--- config.mk ---
export PLATFORM = sky130hd
export DESIGN_NAME = serial_cfg_rx
export DESIGN_NICKNAME = d
export VERILOG_FILES = /design/src/rtl/cfgrx_pkg.sv /design/src/rtl/cfgrx_tick.sv /design/src/rtl/cfgrx_frame.sv /design/src/rtl/cfgrx_idle.sv /design/src/rtl/serial_cfg_rx.sv
export SDC_FILE = /design/constraint.sdc
export NUM_CORES = 1
export LEC_CHECK = 0
export BUFFER_PORTS_ARGS = -buffer_cell sky130_fd_sc_hd__buf_2
export CAP_MARGIN = 20
export CORE_MARGIN = 5
export CORE_UTILIZATION = 47
export CTS_CLUSTER_DIAMETER = 40
export DETAILED_ROUTE_END_ITERATION = 8
export GPL_ROUTABILITY_DRIVEN = 0
export GPL_TIMING_DRIVEN = 1
export PLACE_DENSITY = 0.75
export SYNTH_ARGS = -nofsm -noshare
export SYNTH_HDL_FRONTEND = slang
export SYNTH_SLANG_ARGS = --single-unit
--- constraint.sdc ---
create_clock -name clk_i -period 2.6 [get_ports clk_i]
set_input_delay 0.52 -clock clk_i [delete_from_list [all_inputs] [get_ports clk_i]]
set_output_delay 0.52 -clock clk_i [all_outputs]
set_load 0.03 [all_outputs]
--- src/rtl/cfgrx_pkg.sv ---
package cfgrx_pkg;

    // Oversampling ratio of the receiver: ticks per bit period
    localparam int unsigned OVS      = 16;
    localparam int unsigned SUB_W    = $clog2(OVS);
    localparam int unsigned DATA_W   = 8;
    localparam int unsigned BITN_W   = $clog2(DATA_W);
    localparam int unsigned FLAG_W   = DATA_W - 1;

    // Flag set, packed so that the field order matches the byte bit order
    typedef struct packed {
        logic fw_upd_en;   // byte bit 6
        logic led_off;     // byte bit 5
        logic xhair_en;    // byte bit 4
        logic osd_en;      // byte bit 3
        logic dbg_en;      // byte bit 2
        logic map_jeida;   // byte bit 1
        logic sel_8bit;    // byte bit 0
    } cfg_flags_t;

    typedef enum logic [2:0] {
        RX_IDLE,
        RX_START,
        RX_DATA,
        RX_STOP,
        RX_HOLD
    } rx_state_e;

    typedef struct packed {
        rx_state_e           st;
        logic [SUB_W-1:0]    sub;
        logic [BITN_W-1:0]   bitn;
        logic [DATA_W-1:0]   shreg;
        logic                vld;
    } rx_regs_t;

    typedef struct packed {
        cfg_flags_t flags;
        logic       acc;
        logic       err;
    } flag_regs_t;

endpackage

--- src/rtl/cfgrx_tick.sv ---
module cfgrx_tick #(
    parameter int unsigned DIV = 54
) (
    input  logic clk_i,
    input  logic rst_ni,
    output logic tick_o
);

    generate
        if (DIV <= 1) begin : g_every_cycle
            assign tick_o = 1'b1;
        end else begin : g_divider
            localparam int unsigned CW = $clog2(DIV);
            logic [CW-1:0] cnt_d, cnt_q;
            logic          tick_d, tick_q;

            always_comb begin
                tick_d = 1'b0;
                if (cnt_q == CW'(DIV - 1)) begin
                    cnt_d  = '0;
                    tick_d = 1'b1;
                end else begin
                    cnt_d = cnt_q + 1'b1;
                end
            end

            always_ff @(posedge clk_i) begin
                if (!rst_ni) begin
                    cnt_q  <= '0;
                    tick_q <= 1'b0;
                end else begin
                    cnt_q  <= cnt_d;
                    tick_q <= tick_d;
                end
            end

            assign tick_o = tick_q;
        end
    endgenerate

endmodule

--- src/rtl/cfgrx_frame.sv ---
module cfgrx_frame
    import cfgrx_pkg::*;
(
    input  logic              clk_i,
    input  logic              rst_ni,
    input  logic              tick_i,
    input  logic              rx_i,
    output logic              byte_vld_o,
    output logic [DATA_W-1:0] byte_dat_o
);

    localparam logic [SUB_W-1:0]  HALF_LAST = SUB_W'(OVS / 2 - 1);
    localparam logic [SUB_W-1:0]  FULL_LAST = SUB_W'(OVS - 1);
    localparam logic [BITN_W-1:0] BIT_LAST  = BITN_W'(DATA_W - 1);

    rx_regs_t d, q;

    always_comb begin
        d     = q;
        d.vld = 1'b0;
        unique case (q.st)
            RX_IDLE: begin
                if (!rx_i) begin
                    d.st  = RX_START;
                    d.sub = '0;
                end
            end
            RX_START: begin
                if (tick_i) begin
                    if (q.sub == HALF_LAST) begin
                        d.sub  = '0;
                        d.bitn = '0;
                        d.st   = rx_i ? RX_IDLE : RX_DATA;
                    end else begin
                        d.sub = q.sub + 1'b1;
                    end
                end
            end
            RX_DATA: begin
                if (tick_i) begin
                    if (q.sub == FULL_LAST) begin
                        d.sub   = '0;
                        d.shreg = {rx_i, q.shreg[DATA_W-1:1]};
                        if (q.bitn == BIT_LAST) begin
                            d.st = RX_STOP;
                        end else begin
                            d.bitn = q.bitn + 1'b1;
                        end
                    end else begin
                        d.sub = q.sub + 1'b1;
                    end
                end
            end
            RX_STOP: begin
                if (tick_i) begin
                    if (q.sub == FULL_LAST) begin
                        d.sub = '0;
                        if (rx_i) begin
                            d.vld = 1'b1;
                            d.st  = RX_IDLE;
                        end else begin
                            d.st = RX_HOLD;
                        end
                    end else begin
                        d.sub = q.sub + 1'b1;
                    end
                end
            end
            RX_HOLD: begin
                if (rx_i) begin
                    d.st = RX_IDLE;
                end
            end
            default: d.st = RX_IDLE;
        endcase
    end

    always_ff @(posedge clk_i) begin
        if (!rst_ni) begin
            q <= '{st: RX_IDLE, sub: '0, bitn: '0, shreg: '0, vld: 1'b0};
        end else begin
            q <= d;
        end
    end

    assign byte_vld_o = q.vld;
    assign byte_dat_o = q.shreg;

endmodule

--- src/rtl/cfgrx_idle.sv ---
module cfgrx_idle #(
    parameter int unsigned IDLE_CYCLES = 500_000_000
) (
    input  logic clk_i,
    input  logic rst_ni,
    input  logic line_i,
    output logic req_o
);

    localparam int unsigned CW = $clog2(IDLE_CYCLES + 1);
    localparam logic [CW-1:0] LIMIT = CW'(IDLE_CYCLES);

    typedef struct packed {
        logic [CW-1:0] cnt;
        logic          req;
    } idle_regs_t;

    idle_regs_t d, q;

    always_comb begin
        d = q;
        if (!line_i) begin
            d.cnt = '0;
        end else if (q.cnt < LIMIT) begin
            d.cnt = q.cnt + 1'b1;
        end
        d.req = line_i && (d.cnt == LIMIT);
    end

    always_ff @(posedge clk_i) begin
        if (!rst_ni) begin
            q <= '{cnt: '0, req: 1'b0};
        end else begin
            q <= d;
        end
    end

    assign req_o = q.req;

endmodule

--- src/rtl/serial_cfg_rx.sv ---
module serial_cfg_rx
    import cfgrx_pkg::*;
#(
    parameter int unsigned BAUD_DIV    = 54,
    parameter int unsigned IDLE_CYCLES = 500_000_000,
    parameter int unsigned SYNC_STAGES = 2
) (
    input  logic clk_i,
    input  logic rst_ni,
    input  logic rx_i,
    output logic sel_8bit_o,
    output logic map_jeida_o,
    output logic dbg_en_o,
    output logic osd_en_o,
    output logic xhair_en_o,
    output logic led_off_o,
    output logic fw_upd_en_o,
    output logic accept_o,
    output logic chk_err_o,
    output logic dbg_req_o
);

    // Input synchronizer, preset to the idle (high) level
    logic [SYNC_STAGES-1:0] sync_d, sync_q;
    logic                   rx_s;

    generate
        if (SYNC_STAGES == 1) begin : g_sync_one
            assign sync_d = rx_i;
        end else begin : g_sync_chain
            assign sync_d = {sync_q[SYNC_STAGES-2:0], rx_i};
        end
    endgenerate

    always_ff @(posedge clk_i) begin
        if (!rst_ni) begin
            sync_q <= '1;
        end else begin
            sync_q <= sync_d;
        end
    end

    assign rx_s = sync_q[SYNC_STAGES-1];

    logic              tick;
    logic              byte_vld;
    logic [DATA_W-1:0] byte_dat;

    cfgrx_tick #(.DIV(BAUD_DIV)) u_tick (
        .clk_i  (clk_i),
        .rst_ni (rst_ni),
        .tick_o (tick)
    );

    cfgrx_frame u_frame (
        .clk_i      (clk_i),
        .rst_ni     (rst_ni),
        .tick_i     (tick),
        .rx_i       (rx_s),
        .byte_vld_o (byte_vld),
        .byte_dat_o (byte_dat)
    );

    cfgrx_idle #(.IDLE_CYCLES(IDLE_CYCLES)) u_idle (
        .clk_i  (clk_i),
        .rst_ni (rst_ni),
        .line_i (rx_s),
        .req_o  (dbg_req_o)
    );

    // Flag register with even-parity check over the full byte
    flag_regs_t fr_d, fr_q;

    always_comb begin
        fr_d     = fr_q;
        fr_d.acc = 1'b0;
        fr_d.err = 1'b0;
        if (byte_vld) begin
            if (^byte_dat) begin
                fr_d.err = 1'b1;
            end else begin
                fr_d.flags = cfg_flags_t'(byte_dat[FLAG_W-1:0]);
                fr_d.acc   = 1'b1;
            end
        end
    end

    always_ff @(posedge clk_i) begin
        if (!rst_ni) begin
            fr_q <= '{flags: '0, acc: 1'b0, err: 1'b0};
        end else begin
            fr_q <= fr_d;
        end
    end

    logic [FLAG_W-1:0] cur_flags;
    assign cur_flags = fr_q.flags;

    assign sel_8bit_o  = fr_q.flags.sel_8bit;
    assign map_jeida_o = fr_q.flags.map_jeida;
    assign dbg_en_o    = fr_q.flags.dbg_en;
    assign osd_en_o    = fr_q.flags.osd_en;
    assign xhair_en_o  = fr_q.flags.xhair_en;
    assign led_off_o   = fr_q.flags.led_off;
    assign fw_upd_en_o = fr_q.flags.fw_upd_en;
    assign accept_o    = fr_q.acc;
    assign chk_err_o   = fr_q.err;

endmodule

# Yosys cells after proc, flatten, opt, wreduce, memory -nomap -nowiden
# Index checks and enable logic that the tools add are counted.
[word_totals] ff_bits=67 latch_bits=0 mem_bits_rw=0 mem_bits_ro=0 in_bits=3 wordCells=83 memories=0
[op_classes] addsub=4 multipliers=0 div_mod_pow=0 n_lt_le_gt_ge=1 n_eq_ne=19 shift=0 muxes=25 n_bitwise=2 n_reduce_logical=13
[ops] cell="2-to-1 mux 29 bit" count=2
[ops] cell="adder 29 x 1 -> 29 bit (second input constant)" count=1
[ops] cell="equality test 29 bit (second input constant)" count=1
[ops] cell="less-than comparator 29 bit (second input constant)" count=1
[ops] cell="2-to-1 mux 3 bit" count=8
[ops] cell="2-to-1 mux 18 bit" count=1
[ops] cell="one-hot mux 4 bit (4 select lines)" count=1
[ops] cell="one-hot mux 3 bit (5 select lines)" count=1
[ops] cell="2-to-1 mux 7 bit" count=2
[ops] cell="inequality test 2 bit (second input constant)" count=6
[ops] cell="2-to-1 mux 11 bit" count=1
[ops] cell="2-to-1 mux 10 bit" count=1
[ops] cell="AND reduction 9 bit" count=1
[ops] cell="2-to-1 mux 4 bit" count=2
[ops] cell="inequality test 2 x 1 -> 1 bit (second input constant)" count=4
[ops] cell="XOR reduction 8 bit" count=1
[ops] cell="adder 6 x 1 -> 6 bit (second input constant)" count=1
[ops] cell="equality test 3 x 2 -> 1 bit (second input constant)" count=2
[ops] cell="equality test 3 bit (second input constant)" count=2
[ops] cell="equality test 6 bit (second input constant)" count=1
[ops] cell="one-hot mux 3 bit (2 select lines)" count=1
[ops] cell="AND reduction 6 bit" count=1
[ops] cell="AND reduction 5 bit" count=1
[ops] cell="adder 4 x 1 -> 4 bit (second input constant)" count=1
[ops] cell="other kinds (15)" count=20

# Longest topological paths before layout
[logic_depth] word_depth=5 ltp_mapped=10

# Modules after synthesis
# A second synthesis with hierarchy kept.
[unflattened] hier_cells=434 area_unflattened_um2=3742.3
[modules_own_cells] module="cfgrx_idle" n_inst=1 cells_per_inst=227 area_each_um2=1911.8 seq_area_each_um2=600.6
[modules_own_cells] module="cfgrx_frame" n_inst=1 cells_per_inst=130 area_each_um2=1101.1 seq_area_each_um2=380.4
[modules_own_cells] module="serial_cfg_rx" n_inst=1 cells_per_inst=48 area_each_um2=455.4 seq_area_each_um2=220.2
[modules_own_cells] module="cfgrx_tick" n_inst=1 cells_per_inst=29 area_each_um2=274.0 seq_area_each_um2=140.1

# Worst setup path before layout
# OpenSTA, ideal clock, no wires.
[synth_path] kind="reg2reg" from="register u_idle.q[18] (netlist bit)" to="register u_idle.q (netlist bit u_idle.req_o)" t_arrival_ns=2.234 t_required_ns=2.477 setup_slack_ns=0.242 stages_incl_launch_ff=9 path_buffers=1 period_less_slack_ns=2.358 cell_sequence="dfxtp_1 clkbuf_1 or4b_1 a2111oi_2 o221ai_2 nand4_1 mux2_2 o2111ai_1 nor4_2"
[synth_via] elab_chain_len=5 word_cells_on_any_way=6 classes_between="add/sub (1); order compare (1); eq/ne (1); mux (2); reduce/logical (1)"
[synth_lines] element="start: declaration" line="cfgrx_idle.sv:18" source="idle_regs_t d, q;"
[synth_lines] element="start signal: assignment" line="cfgrx_idle.sv:32" source="q <= '{cnt: '0, req: 1'b0};"
[synth_lines] element="adder 29 x 1 -> 29 bit / less-than comparator 29 bit (equally long branches)" line="cfgrx_idle.sv:25, cfgrx_idle.sv:24"
[synth_lines] element="2-to-1 mux 29 bit (*)" line="cfgrx_idle.sv:24" source="end else if (q.cnt < LIMIT) begin"
[synth_lines] element="2-to-1 mux 29 bit (*)" line="cfgrx_idle.sv:22" source="if (!line_i) begin"
[synth_lines] element="equality test 29 bit (*)" line="cfgrx_idle.sv:27" source="d.req = line_i && (d.cnt == LIMIT);"
[synth_lines] element="logical AND 1 bit (*)" line="cfgrx_idle.sv:27"
# Every way passes the cells marked *; elsewhere a longest branch is shown, timed or not.
# A chain may end at the register's enable or synchronous reset.

# Worst setup path in the final report
[layout_path] from="register u_idle.q[17] (netlist bit)" to="register u_idle.q (netlist bit u_idle.req_o)"
# Same word-level chain as after synthesis.

==> reports/results.ini <==
[run_status]
status=complete, no violations

[timing]
min_period_ns=2.55
final-hold-violation-count=0
finClkSkew_ns=0.00762
whs_ns=0.379
setup_violations=0
fin_crit_sh=0.982
slew_violations=0
relSlewSlack=0.511
setup_slack_ns=0.0458
worst_pin_slew_ns=0.732
max_freq_ghz=0.392

[floorplanning]
ios=13
core-area_um2=7180
dieArea_um2=9130
dieWidth_um=95.6
rows=31
start_util=0.480
die_h_um=95.6

[logic_synthesis]
synthSimpleGateAreaFrac=0.287
synth_cell_types=54
synthMuxAreaShare=0.0560
synth_edf_count=0
synthesis.area_um2=3440
yosysTopAreaCell=dfxtp_1
ys.flop_type=dfxtp_1
syn-num-nets=415
netlist.area_leader.share=0.390
synth_top_family_by_area=simple AND/OR/NAND/NOR gates
yosys_register_bits=67
seq_area_frac_synth=0.390
synth_area_leaders=dfxtp_1, nor2_1, xnor2_1
syn_inst=406
synthArstFlopShare=0
ys_top_cells_by_count=nor2_1, dfxtp_1, nand2_1, xnor2_1, nand3_1
synth_compound_gate_area_share=0.102
synth_adder_area_share=0.0218
postSynthAreaPerCell_um2=8.48
yosysWarnings=0
synth_xor_area_frac=0.107
synth_most_common_cell=nor2_1

[critical_path]
crit_chain=buf_4, a21oi_1, o211ai_1, o221a_4, or4_1, a22oi_2, o2111ai_2, nor4_2
cp-end-kind=flop
path_delay_family=compound AO/OA/AOI/OAI gates
worstReg2RegStart=u_idle.q[17]
crit_start=u_idle.q[17]
cp_slowest_cell=or4_1
crit_path_max_incr_delay_ns=0.56
startpoint_type=flop
arrival_ns=2.82
path_class=reg2reg
cp.required_ns=2.87
cp_num_buf_inv=1
worst-path-max-fanout=6

[power]
powerDensity_nw_per_um2=506
power.total_w=0.00209
p_switching_w=0.000469
pwr-share-comb=0.028
peakVddDrop_mv=0.282
power.internal_w=0.00162
leakage_nw=1.59
p_clk_frac=0.469
p_sw_frac=0.224
seq_power_share=0.503

[place]
io_buffers=12
dp_hpwl_um=5330
pre_cts_slack_ns=0.0778
dp.cells=516

[clocking]
cts_tree=built
cts.sinks=67
clk_pin_slew_worst_paths_ns=0.08
numCtsBuffers=9
clk_latency_ns=0.35
cts_root_buf=clkbuf_8
htree_levels=3
clock_path_buffers=2

[finish]
utilization=0.576
instances_no_fill=546
syn2layout_area_growth_pct=20.0
drive_above_1_share=0.204
diodes=0
nNetsFinal=451

[detailed_routing]
vias_per_cell=5.67
first_pass_iters=4
met1_length_um=3730
met2_length_um=3770
detail-route-antenna-nets=0
drc_errors=0
wl_per_cell_um=15.3
drtIter0Drc=274
routed.top_layer=met4
met3_length_um=575
via_count=3096
totalWireLength_um=8370

[job]
cap_violations=0

[min_path]
hold_class=in2reg
hold_path.startpoint=rx_i

[global_routing]
grt_use_total=0.180
grt_first_pass_wirelength_um=12900
grt_max_degree=30
antenna_found_initial=0
grt_overflow=0
grt_pass1_vias=2736

metal layers:
metal | vias to the layer above | global-route usage
li1 | 1502 | -
met2 | 120 | 0.265
met5 | - | 0
met4 | 0 | 0.0972
met1 | 1445 | 0.246
met3 | 29 | 0.0331
layout make-up:
class | count | area (µm²)
Sequential cell | 67 | 1350
Timing Repair Buffer | 44 | 330
Multi-Input combinational cell | 312 | 2070
Clock buffer | 10 | 138
Inverter | 8 | 30.0
Clock inverter | 6 | 88.8
Fill cell | 610 | 3040
Tap cell | 99 | 124
cells by family after synthesis:
kind of cell | count (synthesis)
and+or+nand+nor | 195
DFF | 67
AOI/OAI and AO/OA | 49
xor gates and xnor gates | 42
buffers and inverters | 28
muxes | 19
adders and majority gates | 6
sequential cells by signal, indices dropped and copies added (netlist names):
register / cells
xhair_en_o: 1
u_tick.tick_o: 1
u_frame.byte_dat_o: 8
u_frame.q: 10
map_jeida_o: 1
sel_8bit_o: 1
sync_q: 2
dbg_en_o: 1
led_off_o: 1
fw_upd_en_o: 1
accept_o: 1
u_tick.g_divider.cnt_q: 6
chk_err_o: 1
u_idle.req_o: 1
osd_en_o: 1
u_idle.q: 29
u_frame.byte_vld_o: 1
layout by cell type (no fill, tap or decap), types with 9 or more instances in the layout:
cell	Yosys	routed
and3_1	9	9
xor2_1	14	14
buf_4	5	30
nand2_1	35	35
clkbuf_8	0	10
nand3_1	18	18
buf_2	1	12
xnor2_1	28	27
nand4_1	9	9
mux2i_1	17	17
nor2_1	73	73
a21oi_1	14	13
dfxtp_1	67	61
worst paths after layout:
| kind | endpoint | slack (ns) | cells past startpoint |
|---|---|---|---|
| hold / removal | sync_q[0] | 0.38 | 2 |
| hold reg to reg | sync_q[1] | 0.42 | 1 |
| setup reg to reg | u_idle.req_o | 0.05 | 8 |
| setup / recovery | u_idle.req_o | 0.05 | 8 |
stage by stage:
step	TNS (ns)	area, µm²
floorplan	0	3440
global placement	0	3680
detailed placement	0	3680
CTS	0	3910
global route	-0.0800	4130
finish	0	4130
worst reg2reg max path, cell delays in order, from the launching register on:
cell and delay, ns:
dfxtp_1 0.32, buf_4 0.15, a21oi_1 0.21, o211ai_1 0.23
o221a_4 0.35, or4_1 0.56, a22oi_2 0.23, o2111ai_2 0.15
nor4_2 0.27
power by group through the flow:
stage | Sequential, W | Combinational [W] | Clock (W)
6_report | 0.00105 | 0.0000588 | 0.000982
5_1_grt | 0.00105 | 0.0000674 | 0.00103
4_1_cts | 0.00105 | 0.0000593 | 0.000996
3_5_place_dp | 0.00107 | 0.0000589 | 0
3_3_place_gp | 0.00107 | 0.0000564 | 0
2_1_floorplan | 0.00107 | 0.0000458 | 0
timing repair:
action | 4_1_cts | 5_1_grt
endpoints found under the hold margin | 0 | 0
resized for setup | 0 | 20
endpoints found under the setup margin | 0 | 1
setup buffers | 0 | 12
hold buffers | 0 | 0
Power figures use the tool's default switching activity.
